--- src/rtl/gpio_bank_pkg.sv ---
package gpio_bank_pkg;
  typedef struct packed {
    logic ldData;
    logic ldDir;
    logic capPin;
    logic capDir;
  } ioStrobe_t;
endpackage

--- src/rtl/gpio_bank_ctrl.sv ---
module gpio_bank_ctrl
  import gpio_bank_pkg::*;
(
  input  logic      wrData,
  input  logic      wrDir,
  input  logic      rdPort,
  input  logic      rdDir,
  output ioStrobe_t strobe
);
  always_comb begin
    strobe.ldData = wrData;
    strobe.ldDir  = wrDir;
    // the port read takes precedence over the direction read
    strobe.capPin = rdPort;
    strobe.capDir = rdDir & ~rdPort;
  end
endmodule

--- src/rtl/gpio_bank_dp.sv ---
module gpio_bank_dp
  import gpio_bank_pkg::*;
#(
  parameter int WIDTH = 8,
  parameter logic [WIDTH-1:0] LEVEL_MASK = 8'h18,
  parameter logic [WIDTH-1:0] DIR_RESET = '1
) (
  input  logic             clk,
  input  logic             rst_n,
  input  ioStrobe_t        strobe,
  input  logic [WIDTH-1:0] busWrData,
  output logic [WIDTH-1:0] busRdData,
  input  logic [WIDTH-1:0] periphSel,
  input  logic [WIDTH-1:0] periphOut,
  input  logic [WIDTH-1:0] periphOe,
  input  logic             levelMode,
  output logic [WIDTH-1:0] periphIn,
  output logic [WIDTH-1:0] levelSel,
  input  logic [WIDTH-1:0] pinIn,
  output logic [WIDTH-1:0] pinOe,
  output logic [WIDTH-1:0] pinOut
);
  logic [WIDTH-1:0] dataQ;
  logic [WIDTH-1:0] dirQ;

  always_ff @(posedge clk or negedge rst_n) begin
    if (!rst_n) begin
      dataQ <= '0;
      dirQ  <= DIR_RESET;
    end else begin
      if (strobe.ldData) dataQ <= busWrData;
      if (strobe.ldDir)  dirQ  <= busWrData;
    end
  end

  always_ff @(posedge clk or negedge rst_n) begin
    if (!rst_n)             busRdData <= '0;
    else if (strobe.capPin) busRdData <= pinIn;
    else if (strobe.capDir) busRdData <= dirQ;
  end

  for (genvar i = 0; i < WIDTH; i++) begin : g_pin
    assign pinOut[i]   = periphSel[i] ? periphOut[i] : dataQ[i];
    assign pinOe[i]    = periphSel[i] ? periphOe[i]  : ~dirQ[i];
    assign periphIn[i] = pinIn[i];
    if (LEVEL_MASK[i]) begin : g_lvl
      assign levelSel[i] = levelMode;
    end else begin : g_nolvl
      assign levelSel[i] = 1'b0;
    end
  end


  data_hold_chk: assert property (@(posedge clk) disable iff (!rst_n)
    !strobe.ldData |=> $stable(dataQ));

  dir_load_chk: assert property (@(posedge clk) disable iff (!rst_n)
    strobe.ldDir |=> dirQ == $past(busWrData));

  dir_hold_chk: assert property (@(posedge clk) disable iff (!rst_n)
    !strobe.ldDir |=> $stable(dirQ));

  pin_cap_chk: assert property (@(posedge clk) disable iff (!rst_n)
    strobe.capPin |=> busRdData == $past(pinIn));

  dir_cap_chk: assert property (@(posedge clk) disable iff (!rst_n)
    strobe.capDir |=> busRdData == $past(dirQ));

  rd_hold_chk: assert property (@(posedge clk) disable iff (!rst_n)
    !(strobe.capPin || strobe.capDir) |=> $stable(busRdData));
endmodule

--- src/rtl/gpio_bank.sv ---
module gpio_bank
  import gpio_bank_pkg::*;
#(
  parameter int WIDTH = 8,
  parameter logic [WIDTH-1:0] LEVEL_MASK = 8'h18
) (
  input  logic             clk,
  input  logic             rst_n,
  input  logic [WIDTH-1:0] busWrData,
  input  logic             wrData,
  input  logic             wrDir,
  input  logic             rdPort,
  input  logic             rdDir,
  output logic [WIDTH-1:0] busRdData,
  input  logic [WIDTH-1:0] periphSel,
  input  logic [WIDTH-1:0] periphOut,
  input  logic [WIDTH-1:0] periphOe,
  input  logic             levelMode,
  output logic [WIDTH-1:0] periphIn,
  output logic [WIDTH-1:0] levelSel,
  input  logic [WIDTH-1:0] pinIn,
  output logic [WIDTH-1:0] pinOe,
  output logic [WIDTH-1:0] pinOut
);
  ioStrobe_t strobe;

  gpio_bank_ctrl u_ctrl (
    .wrData (wrData),
    .wrDir  (wrDir),
    .rdPort (rdPort),
    .rdDir  (rdDir),
    .strobe (strobe)
  );

  gpio_bank_dp #(.WIDTH(WIDTH), .LEVEL_MASK(LEVEL_MASK)) u_dp (
    .clk       (clk),
    .rst_n     (rst_n),
    .strobe    (strobe),
    .busWrData (busWrData),
    .busRdData (busRdData),
    .periphSel (periphSel),
    .periphOut (periphOut),
    .periphOe  (periphOe),
    .levelMode (levelMode),
    .periphIn  (periphIn),
    .levelSel  (levelSel),
    .pinIn     (pinIn),
    .pinOe     (pinOe),
    .pinOut    (pinOut)
  );


  sel_drive_chk: assert property (@(posedge clk) disable iff (!rst_n)
    ((periphSel & (pinOe ^ periphOe)) == '0));

  rd_prio_chk: assert property (@(posedge clk) disable iff (!rst_n)
    (rdPort && rdDir) |=> busRdData == $past(pinIn));
endmodule

--- config.mk ---
export PLATFORM = sky130hd
export DESIGN_NAME = gpio_bank
export DESIGN_NICKNAME = d
export VERILOG_FILES = /design/src/rtl/gpio_bank_pkg.sv /design/src/rtl/gpio_bank_ctrl.sv /design/src/rtl/gpio_bank_dp.sv /design/src/rtl/gpio_bank.sv
export SDC_FILE = /design/constraint.sdc
export NUM_CORES = 1
export LEC_CHECK = 0
export BUFFER_PORTS_ARGS = -buffer_cell sky130_fd_sc_hd__buf_2
export CORE_UTILIZATION = 40
export CTS_BUF_LIST = sky130_fd_sc_hd__clkbuf_8
export DETAILED_ROUTE_END_ITERATION = 12
export GPL_TIMING_DRIVEN = 0
export PLACE_DENSITY = 0.87
export SETUP_SLACK_MARGIN = 0.1
export SLEW_MARGIN = 10
export SYNTH_ARGS = -nofsm -noshare
export SYNTH_HDL_FRONTEND = slang
export SYNTH_SLANG_ARGS = --single-unit
--- constraint.sdc ---
create_clock -name clk -period 1 [get_ports clk]
set_input_delay 0.2 -clock clk [delete_from_list [all_inputs] [get_ports clk]]
set_output_delay 0.2 -clock clk [all_outputs]
set_load 0.05 [all_outputs]
Word level (Yosys, flattened, before mapping) --
Index checks and enable logic that the tools add are counted.
Operators by class: bitwise operators 10, reduce and logical (&&, ||, !) cells 1, muxes and demuxes 18
Operators with widths (number):
- $mux W1 | 16
- $mux W8 | 2
- $not A1 Y1 | 9
- $reduce_bool A2 Y1 | 1
- $and A1 B1 Y1 | 1
Storage, ports and cells: bits of input ports 47, word-level logic and storage cells 32, bits in registers 24

Depth between registers and ports, before layout --
depth after elaboration 4, mapped depth 3

By module --
Synthesis repeated with hierarchy kept, for this count alone.
Unflattened totals: cells, all modules 113, area total of the unflattened synthesis 1366.3 um2
By module, submodules not included:
- gpio_bank_dp | cells an instance 109, area each 1330.0 um2, times used 1
- gpio_bank_ctrl | cells an instance 4, area each 36.3 um2, times used 1

Worst setup path after synthesis --
Ideal clock, no wire load.
path type register -> output, start register u_dp.dirQ[0], end output port pinOe[0], buffers on the path 0, data required time 800 ps, setup slack -654 ps, cell stages (with the launch flop) 2, data arrival time 1454 ps, cell sequence dfstp_2 > o21ai_0
On the way: word-level cells in the longest chain between the ends 2
Ends and longest elaborated chain:
- start: declaration | RTL line gpio_bank_dp.sv:24 | logic [WIDTH-1:0] dirQ;
- start signal: assignment | RTL line gpio_bank_dp.sv:32 | if (strobe.ldDir) dirQ <= busWrData;
- $not A1 Y1 | RTL line gpio_bank_dp.sv:44 | assign pinOe[i] = periphSel[i] ? periphOe[i] : ~dirQ[i];
- $mux W1 | RTL line gpio_bank_dp.sv:44
- end: declaration | RTL line gpio_bank.sv:22 | output logic [WIDTH-1:0] pinOe,
No other way between the ends.

Final worst setup path --
start register u_dp.dataQ[4], end output port pinOut[4]
On the way: word-level cells in the longest chain between the ends 1
Ends and longest elaborated chain:
- start: declaration | RTL line gpio_bank_dp.sv:23 | logic [WIDTH-1:0] dataQ;
- start signal: assignment | RTL line gpio_bank_dp.sv:31 | if (strobe.ldData) dataQ <= busWrData;
- $mux W1 | RTL line gpio_bank_dp.sv:43 | assign pinOut[i] = periphSel[i] ? periphOut[i] : dataQ[i];
- end: declaration | RTL line gpio_bank.sv:23 | output logic [WIDTH-1:0] pinOut
No other way between the ends.

==> results.md <==
* Status: finished with violations
* Violated checks: setup timing
* Pre-CTS WS at -0.06880 ns
* HPWL Detailed at 2.421 mm
* Overall power at 0.003513 W
* Fmax at 762.6 MHz
* Drt first pass iters at 4
* Clock slew at reported path FFs at 0.09 ns
* Initial core utilization at 0.4286
* DR vias at 1,228
* Die Wd at 59.67 microns
* Crit path kind: flop to primary output
* Final net count at 262
* Post-DRT Antenna Nets at 0
* Fin. max-slew vios at 0
* Critical path capture point type: primary output
* Vias in the first global route at 1,247
* Post-synthesis sequential area ratio at 0.4591
* Most frequent cells in the layout: buf_2, buf_6, mux2_4
* CTS Buf Count at 3
* H-tree Lvls at 1
* Area delta synth->final at 75.92%
* Max VDD drop at 0.8215 mV
* Req. time, crit path at 0.80 ns
* DR DRC count at 0
* CTS max path bufs at 2
* Final worst slack at -0.3113 ns
* Minimum clock period at 1.311 ns
* Root buf cell: clkbuf_8
* Yosys warning total at 0
* Initial antenna violation count at 0
* Layout fillers at 200
* Fraction of layout instances using a drive strength above 1 at 0.7850
* Final hold violations at 0
* Startpoint types: flop
* Worst path cell trace: mux2_4 -> buf_6
* First-pass GRT wire length at 5.754 mm
* Tightest Hold Check Type: input pin to flop
* Most common cell after layout, fill and taps aside: buf_2
* Static Leak at 1.206 nW
* Worst Path Max Fanout at 2
* Die ar. at 3560 sq um
* Largest stage delay, worst path at 0.40 ns
* CTS tree: yes
* Routed wire length at 4.549 mm
* Total track usage at 0.2255
* Synth cell types at 11
* # IOs at 87
* Antenna diodes at 0
* Skew final at 0.009693 ns
* RSZ-0062 raised after global routing: true
* Grt ovf at 0
* Final setup fails at 26
* DP Area at 1914 sq um
* DR WL/cell at 17.63 microns
* P per Cell Area at 1501 nW/um^2
* Worst skew pair latency at 0.27 ns
* Mapped Cells at 109
* Maxcap violations at 0
* Seq cells post-synth at 24
* Clk sink count at 24
* Cell area after synthesis at 1330 sq um
* Std-Cell Rows at 20
* RePlAce Congestion at 0.7109
* Largest net degree at the start of global routing at 25
* IO Port Bufs at 76
* Tcrit/Tclk final at 1.311
* Core Region at 3103 sq um
* Worst path slowest cell: dfrtp_1
* CP Data Arrival Time at 1.11 ns
* Final TNS setup at -4.930 ns
* Design Area, Final at 2340 sq um
* Vias per cell at 4.760
* Die Height at 59.67 microns
* Initial drt markers at 38
* Syn Area/Cell at 12.20 sq um
-- per-layer routing --
layer	track usage	wire length [microns]
met5	0	0
met4	0.1096	55
met3	0.01515	240
met2	0.4492	2657
met1	0.2330	1595
-- logic make-up after synthesis --
family          count (synthesis)  share of synthesized area
buf+inv                        20                     0.1242
other cells                     1                   0.002819
mux                            32                     0.3086
flops                          24                     0.4591
compound gates                 16                    0.06021
simple gates                   16                    0.04516
-- worst max-delay path: cells and delay by family, from the launching register on --
family,cells,cell delay (ns)
multiplexers,1,0.28
buffers and inverters,1,0.15
flip-flops,1,0.40
-- cell type report --
type | instances | area (sq um) | area share
multi-input cells | 70 | 696.9 | 0.2979
repair buffers | 96 | 730.7 | 0.3123
flip-flops and latches | 24 | 620.6 | 0.2652
plain buffers | 20 | 165.2 | 0.07059
clock inverters | 1 | 30.03 | 0.01283
well taps | 44 | 55.05 | 0.02353
clock buffers | 3 | 41.29 | 0.01765
-- final timing paths --
check / startpoint / endpoint / slack, ns / cells past startpoint
worst max register to register: u_dp.dirQ[0]$_DFFE_PN1P_ / u_dp.busRdData[0]$_DFFE_PN0P_ / -0.02 / 3
worst min-delay path: busWrData[5] / u_dp.dataQ[5]$_DFFE_PN0P_ / 0.16 / 2
min in group asynchronous: rst_n / u_dp.dataQ[1]$_DFFE_PN0P_ / 0.37 / 2
max in group asynchronous: rst_n / u_dp.dirQ[2]$_DFFE_PN1P_ / 0.32 / 2
worst min register to register: u_dp.busRdData[5]$_DFFE_PN0P_ / u_dp.busRdData[5]$_DFFE_PN0P_ / 0.60 / 2
worst max-delay path: u_dp.dataQ[4]$_DFFE_PN0P_ / pinOut[4] / -0.31 / 2
-- cells in the mapped netlist --
cell	number	area, sq um
conb_1	1	3.750
buf_6	4	45.04
mux2i_1	8	80.08
o21ai_1	8	40.04
mux2_4	16	240.2
o21ai_0	8	40.04
dfstp_2	8	210.2
dfrtp_1	16	400.4
mux2_2	8	90.09
buf_4	16	120.1
nand2_1	16	60.06
-- per-stage QoR --
| stage | util | std cells | hold WS, ns |
|---|---|---|---|
| floorplan | - | 114 | -0.09559 |
| global placement | 0.6169 | 234 | 0.1960 |
| detailed placement | 0.6169 | 234 | 0.1982 |
| CTS | 0.7254 | 253 | 0.1663 |
| global route | 0.7540 | 258 | 0.1737 |
| finish | 0.7540 | 258 | 0.1605 |
-- registers in the layout (all words and copies together) (netlist names) --
name,cells
u_dp.busRdData,8
u_dp.dirQ,8
u_dp.dataQ,8
-- report_power, final --
| part | switching (W) | internal, W |
|---|---|---|
| registers | 0.0000962 | 0.00110 |
| logic | 0.000799 | 0.000651 |
| clock network | 0.000329 | 0.000536 |
-- repair_timing --
item	in CTS	in global routing
setup buffers	14	8
pin swaps	8	8
resized for setup	48	14
hold buffers	1	0
endpoints found under the setup margin	25	44
endpoints found under the hold margin	16	0
Note: power is estimated with default switching activity, not from simulation.
